`src/rtl/pdm_ctl_pkg.sv`:
```
package pdm_ctl_pkg;

  typedef enum logic [1:0] {
    GAIN_3V6 = 2'd0,
    GAIN_2V5 = 2'd1,
    GAIN_5V0 = 2'd2
  } gain_e;

  typedef enum logic [3:0] {
    CMD_NONE     = 4'd0,
    CMD_G36      = 4'd1,
    CMD_G25      = 4'd2,
    CMD_G50      = 4'd3,
    CMD_LOWEMI   = 4'd4,
    CMD_LOWLAT   = 4'd5,
    CMD_RATEFLIP = 4'd6,
    CMD_DEFAULTS = 4'd7,
    CMD_MUTE     = 4'd8,
    CMD_STOP     = 4'd9
  } cmd_e;

  typedef struct packed {
    gain_e gain;
    logic  rate_128;
    logic  low_emi;
    logic  low_lat;
    logic  mute;
  } cfg_t;

  localparam int NUM_CODES = 9;
  localparam int BYTE_W    = 8;

  function automatic logic [7:0] code_at(input int idx);
    case (idx)
      0:       return 8'hD2;
      1:       return 8'hD4;
      2:       return 8'hD8;
      3:       return 8'hE1;
      4:       return 8'hE2;
      5:       return 8'hE4;
      6:       return 8'hAA;
      7:       return 8'h66;
      default: return 8'hAC;
    endcase
  endfunction

  function automatic cmd_e cmd_at(input int idx);
    case (idx)
      0:       return CMD_G36;
      1:       return CMD_G25;
      2:       return CMD_G50;
      3:       return CMD_LOWEMI;
      4:       return CMD_LOWLAT;
      5:       return CMD_RATEFLIP;
      6:       return CMD_DEFAULTS;
      7:       return CMD_MUTE;
      default: return CMD_STOP;
    endcase
  endfunction

  function automatic cfg_t strap_cfg(input logic [1:0] s);
    cfg_t c;
    c.gain     = s[0] ? GAIN_5V0 : GAIN_3V6;
    c.rate_128 = s[1];
    c.low_emi  = 1'b0;
    c.low_lat  = 1'b0;
    c.mute     = 1'b0;
    return c;
  endfunction

endpackage

```
`src/rtl/pdm_bit_pick.sv`:
```
module pdm_bit_pick #(
  parameter int LOSS_CYCLES = 64
) (
  input  logic clk,
  input  logic rst,
  input  logic pdm_clk,
  input  logic pdm_dat,
  input  logic lr_sel,
  output logic bit_vld,
  output logic bit_val,
  output logic lost
);
  localparam int IW = $clog2(LOSS_CYCLES + 1);

  logic          clk_q;
  logic          rise;
  logic          fall;
  logic [IW-1:0] idle;

  assign rise = pdm_clk & ~clk_q;
  assign fall = ~pdm_clk & clk_q;

  always_ff @(posedge clk) begin
    if (rst) begin
      clk_q   <= 1'b0;
      bit_vld <= 1'b0;
      bit_val <= 1'b0;
      idle    <= '0;
      lost    <= 1'b0;
    end else begin
      clk_q   <= pdm_clk;
      // left channel on the rising edge, right on the falling edge
      bit_vld <= lr_sel ? fall : rise;
      bit_val <= pdm_dat;
      if (rise | fall) begin
        idle <= '0;
        lost <= 1'b0;
      end else begin
        if (idle != IW'(LOSS_CYCLES)) idle <= idle + 1'b1;
        if (idle >= IW'(LOSS_CYCLES - 1)) lost <= 1'b1;
      end
    end
  end

endmodule

```
`src/rtl/pdm_rep_det.sv`:
```
module pdm_rep_det
  import pdm_ctl_pkg::*;
#(
  parameter int REPEATS = 129
) (
  input  logic clk,
  input  logic rst,
  input  logic clr,
  input  logic bit_vld,
  input  logic bit_val,
  output logic match_stb,
  output cmd_e match_cmd,
  output logic pat_mute,
  output logic run_brk
);
  localparam int AGREE_N = REPEATS * BYTE_W;
  localparam int CW      = $clog2(AGREE_N + 1);
  localparam int FW      = $clog2(BYTE_W + 1);

  logic [BYTE_W-1:0]    win;
  logic [BYTE_W-1:0]    win_n;
  logic [FW-1:0]        fill;
  logic [CW-1:0]        agree;
  logic [CW-1:0]        agree_n;
  logic                 filled;
  logic                 same;
  logic [NUM_CODES-1:0] hit;
  cmd_e                 cmd_n;

  assign win_n  = {win[BYTE_W-2:0], bit_val};
  assign filled = (fill == FW'(BYTE_W));
  assign same   = (bit_val == win[BYTE_W-1]);

  always_comb begin
    if (!filled || !same)            agree_n = '0;
    else if (agree == CW'(AGREE_N))  agree_n = agree;
    else                             agree_n = agree + 1'b1;
  end

  // one rotation-insensitive comparator per known command
  for (genvar g = 0; g < NUM_CODES; g++) begin : g_code
    localparam logic [7:0]  CODE = code_at(g);
    localparam logic [15:0] DBL  = {CODE, CODE};
    always_comb begin
      hit[g] = 1'b0;
      for (int r = 0; r < BYTE_W; r++) begin
        if (win_n == DBL[r +: 8]) hit[g] = 1'b1;
      end
    end
  end

  always_comb begin
    cmd_n = CMD_NONE;
    for (int g = 0; g < NUM_CODES; g++) begin
      if (hit[g]) cmd_n = cmd_at(g);
    end
  end

  always_ff @(posedge clk) begin
    if (rst || clr) begin
      win       <= '0;
      fill      <= '0;
      agree     <= '0;
      match_stb <= 1'b0;
      match_cmd <= CMD_NONE;
      pat_mute  <= 1'b0;
      run_brk   <= 1'b0;
    end else begin
      match_stb <= 1'b0;
      run_brk   <= 1'b0;
      if (bit_vld) begin
        win      <= win_n;
        agree    <= agree_n;
        if (!filled) fill <= fill + 1'b1;
        run_brk  <= filled & ~same;
        pat_mute <= (agree_n >= CW'(BYTE_W)) && (cmd_n != CMD_NONE);
        if ((agree_n == CW'(AGREE_N)) && (agree != CW'(AGREE_N)) &&
            (cmd_n != CMD_NONE)) begin
          match_stb <= 1'b1;
          match_cmd <= cmd_n;
        end
      end
    end
  end

endmodule

```
`src/rtl/pdm_cfg_reg.sv`:
```
module pdm_cfg_reg
  import pdm_ctl_pkg::*;
(
  input  logic       clk,
  input  logic       rst,
  input  logic [1:0] strap,
  input  logic       match_stb,
  input  cmd_e       match_cmd,
  input  logic       run_brk,
  input  logic       bit_vld,
  input  logic       lost,
  output cfg_t       cfg,
  output logic       pd_req
);
  cfg_t dflt;
  logic pd_loss;

  assign dflt = strap_cfg(strap);

  always_ff @(posedge clk) begin
    if (rst) begin
      cfg     <= dflt;
      pd_req  <= 1'b0;
      pd_loss <= 1'b0;
    end else if (lost) begin
      cfg     <= dflt;
      pd_req  <= 1'b1;
      pd_loss <= 1'b1;
    end else begin
      if (pd_loss && bit_vld) begin
        pd_req  <= 1'b0;
        pd_loss <= 1'b0;
      end
      if (run_brk && !pd_loss) pd_req <= 1'b0;
      if (match_stb) begin
        case (match_cmd)
          CMD_G36:      cfg.gain     <= GAIN_3V6;
          CMD_G25:      cfg.gain     <= GAIN_2V5;
          CMD_G50:      cfg.gain     <= GAIN_5V0;
          CMD_LOWEMI:   cfg.low_emi  <= 1'b1;
          CMD_LOWLAT:   cfg.low_lat  <= 1'b1;
          CMD_RATEFLIP: cfg.rate_128 <= ~dflt.rate_128;
          CMD_DEFAULTS: cfg          <= dflt;
          CMD_MUTE:     cfg.mute     <= 1'b1;
          CMD_STOP:     pd_req       <= 1'b1;
          default:      ;
        endcase
      end
    end
  end

endmodule

```
`src/rtl/pdm_ctl_decoder.sv`:
```
module pdm_ctl_decoder
  import pdm_ctl_pkg::*;
#(
  parameter int REPEATS     = 129,
  parameter int LOSS_CYCLES = 64
) (
  input  logic       clk,
  input  logic       rst,
  input  logic       pdm_clk_i,
  input  logic       pdm_dat_i,
  input  logic       lr_sel_i,
  input  logic [1:0] strap_i,
  output logic [1:0] gain_o,
  output logic       rate_128_o,
  output logic       low_emi_o,
  output logic       low_lat_o,
  output logic       cfg_mute_o,
  output logic       pat_mute_o,
  output logic       pd_req_o
);
  logic bit_vld;
  logic bit_val;
  logic lost;
  logic match_stb;
  cmd_e match_cmd;
  logic run_brk;
  cfg_t cfg;

  pdm_bit_pick #(.LOSS_CYCLES(LOSS_CYCLES)) u_pick (
    .clk     (clk),
    .rst     (rst),
    .pdm_clk (pdm_clk_i),
    .pdm_dat (pdm_dat_i),
    .lr_sel  (lr_sel_i),
    .bit_vld (bit_vld),
    .bit_val (bit_val),
    .lost    (lost)
  );

  pdm_rep_det #(.REPEATS(REPEATS)) u_rep (
    .clk       (clk),
    .rst       (rst),
    .clr       (lost),
    .bit_vld   (bit_vld),
    .bit_val   (bit_val),
    .match_stb (match_stb),
    .match_cmd (match_cmd),
    .pat_mute  (pat_mute_o),
    .run_brk   (run_brk)
  );

  pdm_cfg_reg u_cfg (
    .clk       (clk),
    .rst       (rst),
    .strap     (strap_i),
    .match_stb (match_stb),
    .match_cmd (match_cmd),
    .run_brk   (run_brk),
    .bit_vld   (bit_vld),
    .lost      (lost),
    .cfg       (cfg),
    .pd_req    (pd_req_o)
  );

  assign gain_o     = cfg.gain;
  assign rate_128_o = cfg.rate_128;
  assign low_emi_o  = cfg.low_emi;
  assign low_lat_o  = cfg.low_lat;
  assign cfg_mute_o = cfg.mute;

endmodule

```
`config.mk`:
```
export PLATFORM = sky130hd
export DESIGN_NAME = pdm_ctl_decoder
export DESIGN_NICKNAME = d
export VERILOG_FILES = /design/src/rtl/pdm_ctl_pkg.sv /design/src/rtl/pdm_bit_pick.sv /design/src/rtl/pdm_rep_det.sv /design/src/rtl/pdm_cfg_reg.sv /design/src/rtl/pdm_ctl_decoder.sv
export SDC_FILE = /design/constraint.sdc
export NUM_CORES = 1
export LEC_CHECK = 0
export BUFFER_PORTS_ARGS = -buffer_cell sky130_fd_sc_hd__buf_2
export CAP_MARGIN = 20
export CORE_MARGIN = 10
export CORE_UTILIZATION = 50
export DETAILED_ROUTE_END_ITERATION = 7
export MAX_ROUTING_LAYER = met4
export PLACE_DENSITY = 0.78
export RECOVER_POWER = 100
export SKIP_CTS_REPAIR_TIMING = 1
export SLEW_MARGIN = 5
export SYNTH_ARGS = -nofsm -noshare
export SYNTH_HDL_FRONTEND = slang
export SYNTH_SLANG_ARGS = --single-unit
```
`constraint.sdc`:
```
create_clock -name clk -period 5.15 [get_ports clk]
set_input_delay 0.2575 -clock clk [delete_from_list [all_inputs] [get_ports clk]]
set_output_delay 0.2575 -clock clk [all_outputs]
set_load 0.005 [all_outputs]
```
==> impl_results.rst <==
.. list-table::
   :header-rows: 1

   * - Metric
     - Value
   * - Area share of the leading cell type in the synthesized netlist
     - 27.0%
   * - Commonest register cell after synthesis
     - sky130_fd_sc_hd__dfxtp_1
   * - Logic pwr share
     - 5.6%
   * - Worst hold path class
     - input pin to flop
   * - Routability congestion estimate
     - 1.02
   * - Post-layout worst setup margin
     - 1.87 ns
   * - Internal power component
     - 0.529 mW
   * - Post-placement cell area
     - 3410 µm²
   * - Total Negative Setup Slacks
     - 0 ns
   * - ANT cells
     - 0
   * - Kind of start point of the critical path
     - flop
   * - Clock tree from TritonCTS
     - yes
   * - Final hold violations
     - 0
   * - Post-synth ARST share
     - 0%
   * - Post-synth net total
     - 442
   * - Setup crit end kind
     - flop
   * - Maximum resistive drop on vdd
     - 160 µV
   * - First-pass GRT wire length
     - 13200 µm
   * - Tcrit/Tclk final
     - 63.8%
   * - Multiplexer area fraction after synthesis
     - 3.86%
   * - Syn Std Cell Area
     - 3410 µm²
   * - Status
     - finished, final reports clean
   * - Root Driver
     - sky130_fd_sc_hd__clkbuf_8
   * - Width of the die
     - 103 µm
   * - Ports
     - 15
   * - Max-slew headroom
     - 8.79%
   * - Drc violations
     - 0
   * - Row Count
     - 30
   * - Leading cell type in the layout, fill and taps excluded
     - sky130_fd_sc_hd__nor2_1
   * - Reported leakage power
     - 1.15 nW
   * - Max-cap violations
     - 0
   * - Number of iterations in the first detailed-routing pass
     - 7
   * - # port buffers
     - 14
   * - Largest family of logic cells by synthesized area
     - simple AND/OR/NAND/NOR gates
   * - Worst Path Class, Setup
     - flop to flop
   * - Area fraction in compound gates after synthesis
     - 15.8%
   * - Via count
     - 3107
   * - Vias in the first global route
     - 2953
   * - Post-Synth Adder-Cell Area
     - 2.94%
   * - Post-synthesis register bit count
     - 49
   * - Clock latency at the later pin of the worst-skew pair
     - 0.31 ns
   * - Power after layout
     - 0.696 mW
   * - DIE HEIGHT
     - 103 µm
   * - Layout overhead on the synthesized area
     - 1.95%
   * - Setup repair after global routing missed its margin
     - false
   * - Minimum setup slack after placement
     - 2.50 ns
   * - Final clock skew
     - 0.00465 ns
   * - Least-Margin Pin Slew
     - 1.37 ns
   * - Average wire per standard cell
     - 15.4 µm
   * - Peak Freq
     - 305 MHz
   * - Required time worst endpoint
     - 5.41 ns
   * - Remaining Overflow, GRT
     - 0
   * - Clock transition at path regs
     - 0.09 ns
   * - Standard cell core area
     - 6720 µm²
   * - Number of fillers in the final layout
     - 626
   * - Post-detailed-routing wire length
     - 7720 µm
   * - # clock sinks
     - 49
   * - Antenna-violating nets left
     - 0
   * - Die Area
     - 10500 µm²
   * - Area share of and/or/nand/nor cells after synthesis
     - 36.2%
   * - Net switching power
     - 0.167 mW
   * - Synth unique cells
     - 70
   * - Proportion of synthesized chip area in sequential cells
     - 29.7%
   * - Average size of a mapped cell
     - 7.98 µm²
   * - Post-layout net count
     - 434
   * - Combined global-route utilization of all metal layers
     - 15.4%
   * - Number of buffers created by CTS
     - 5
   * - Fraction of power spent switching nets
     - 24.0%
   * - Commonest cells after routing, fill and taps aside
     - 58 x sky130_fd_sc_hd__nor2_1, 46 x sky130_fd_sc_hd__dfxtp_1, 25 x sky130_fd_sc_hd__nand2_1
   * - Pin count of the biggest net entering global routing
     - 30
   * - Parity-gate share of the synthesized area counting xor and xnor cells
     - 4.34%
   * - Post-route cell area
     - 3470 µm²
   * - Critical path data arrival time
     - 3.55 ns
   * - Gate Count Post-Synth
     - 427
   * - Cell types with the largest area share after synthesis
     - sky130_fd_sc_hd__dfxtp_1 27%, sky130_fd_sc_hd__nor2_1 6.4%, sky130_fd_sc_hd__nor4bb_1 4.1%, sky130_fd_sc_hd__mux2i_1 3.5%, sky130_fd_sc_hd__a21oi_1 3.2%
   * - Number of antenna violations at the first check in global routing
     - 0
   * - Initial detailed-routing violation count
     - 262
   * - Initial core utilization
     - 50.7%
   * - Final-report setup violation count
     - 0
   * - Biggest area consumer among synthesized cells
     - sky130_fd_sc_hd__dfxtp_1
   * - Pwr Density
     - 200 nW/µm²
   * - H-tree levels
     - 2
   * - Via/cell ratio
     - 6.21
   * - Number of warning messages in the yosys log
     - 0
   * - Layout cell share with drive strength beyond 1
     - 5.24%
   * - Dpl hpwl
     - 5250 µm
   * - Maximum fanout along the worst path
     - 28
   * - Clock group share of total power
     - 37.6%
   * - Number of buffers on the longest clock path
     - 2
   * - Number of enable-type register cells in the synthesized netlist
     - 3
   * - Final number of max-transition violations
     - 0
   * - Min Clock Period, post-route
     - 3.28 ns
   * - Sequential Power Share
     - 56.9%
==> cell families after synthesis <==
logic type | after synthesis
xor gates and xnor gates | 16
AOI/OAI and AO/OA | 79
buffers and inverters | 48
DFF | 49
muxes | 13
and+or+nand+nor | 214
adders and majority gates | 8
==> layout make-up <==
class                      count  area (µm²)  area share, %
sequential                    49        1010           29.1
inverter                      17        63.8           1.84
multi-input combinational    330        2120           61.0
clock buffer                   6        93.8           2.70
clock inverter                 2        13.8          0.396
tap                           80         100           2.88
timing repair buffer          16        70.1           2.02
==> cells in the mapped netlist, types with 3 or more instances <==
| cell type | count |
|---|---|
| sky130_fd_sc_hd__buf_2 | 9 |
| sky130_fd_sc_hd__nor4bb_1 | 14 |
| sky130_fd_sc_hd__a31oi_1 | 5 |
| sky130_fd_sc_hd__nor3_1 | 11 |
| sky130_fd_sc_hd__nand3_1 | 16 |
| sky130_fd_sc_hd__nor3b_1 | 11 |
| sky130_fd_sc_hd__buf_1 | 4 |
| sky130_fd_sc_hd__buf_6 | 5 |
| sky130_fd_sc_hd__nand2b_1 | 12 |
| sky130_fd_sc_hd__nor2b_1 | 12 |
| sky130_fd_sc_hd__ha_1 | 8 |
| sky130_fd_sc_hd__inv_1 | 17 |
| sky130_fd_sc_hd__o22ai_1 | 5 |
| sky130_fd_sc_hd__mux2i_1 | 12 |
| sky130_fd_sc_hd__buf_4 | 4 |
| sky130_fd_sc_hd__or4_1 | 3 |
| sky130_fd_sc_hd__a21o_1 | 3 |
| sky130_fd_sc_hd__nor2_1 | 58 |
| sky130_fd_sc_hd__nand3b_1 | 7 |
| sky130_fd_sc_hd__dfxtp_1 | 46 |
| sky130_fd_sc_hd__nor4b_1 | 4 |
| sky130_fd_sc_hd__nor4_1 | 7 |
| sky130_fd_sc_hd__o21ai_0 | 15 |
| sky130_fd_sc_hd__nand4_1 | 6 |
| sky130_fd_sc_hd__nand2_1 | 25 |
| sky130_fd_sc_hd__clkbuf_1 | 9 |
| sky130_fd_sc_hd__xnor2_1 | 7 |
| sky130_fd_sc_hd__a21oi_1 | 22 |
| sky130_fd_sc_hd__xor2_1 | 8 |
| sky130_fd_sc_hd__and3_1 | 9 |
| sky130_fd_sc_hd__edfxtp_1 | 3 |
==> path summary, 6_finish.rpt <==
kind / end / startpoint / slack [ns] / depth (start not counted)
setup / recovery: u_rep.match_cmd[3] / u_pick.bit_vld / 1.87 / 7
hold / removal: u_pick.bit_val / pdm_dat_i / 0.17 / 2
setup reg to reg: u_rep.match_cmd[3] / u_pick.bit_vld / 1.87 / 7
hold reg to reg: u_cfg.cfg[0] / u_cfg.cfg[0] / 0.49 / 2
==> per-layer routing <==
layer,routed length (µm),track usage (%),vias up
li1,-,-,1524
met1,3640,19.5,1470
met2,3580,24.6,104
met3,424,3.08,9
met4,67,3.90,0
met5,0,-,-
==> power groups by stage <==
stage	clock [mW]	sequential, mW	combinational (mW)
4_1_cts	0.268	0.395	0.0400
6_report	0.261	0.396	0.0387
3_5_place_dp	0	0.404	0.0397
3_3_place_gp	0	0.404	0.0384
2_1_floorplan	0	0.401	0.0312
5_1_grt	0.282	0.397	0.0446
==> per-stage QoR <==
step	hold WS (ns)	utilization (%)	std cells
2_1_floorplan	0.324	-	427
3_3_place_gp	0.456	50.8	492
3_5_place_dp	0.475	50.8	492
4_1_cts	0.161	52.4	500
5_1_grt	0.164	51.7	500
6_report	0.165	51.7	500
==> registers in the layout, indices dropped and copies added (netlist names) <==
register         flops
u_cfg.cfg            6
u_cfg.pd_loss        1
u_cfg.pd_req         1
u_pick.bit_val       1
u_pick.bit_vld       1
u_pick.clk_q         1
u_pick.idle          7
u_pick.lost          1
u_rep.agree         11
u_rep.fill           4
u_rep.match_cmd      4
u_rep.match_stb      1
u_rep.pat_mute       1
u_rep.run_brk        1
u_rep.win            8
==> worst max-delay path, stage by stage, from the launching register on <==
cell                       delay [ns]
sky130_fd_sc_hd__dfxtp_1         0.32
sky130_fd_sc_hd__clkbuf_1        0.99
sky130_fd_sc_hd__nand3_1         0.51
sky130_fd_sc_hd__nor4_1          0.47
sky130_fd_sc_hd__nand2_1         0.08
sky130_fd_sc_hd__or4_1           0.46
sky130_fd_sc_hd__a211oi_1        0.28
sky130_fd_sc_hd__a21o_1          0.11
(Power assumes the default switching activity.)
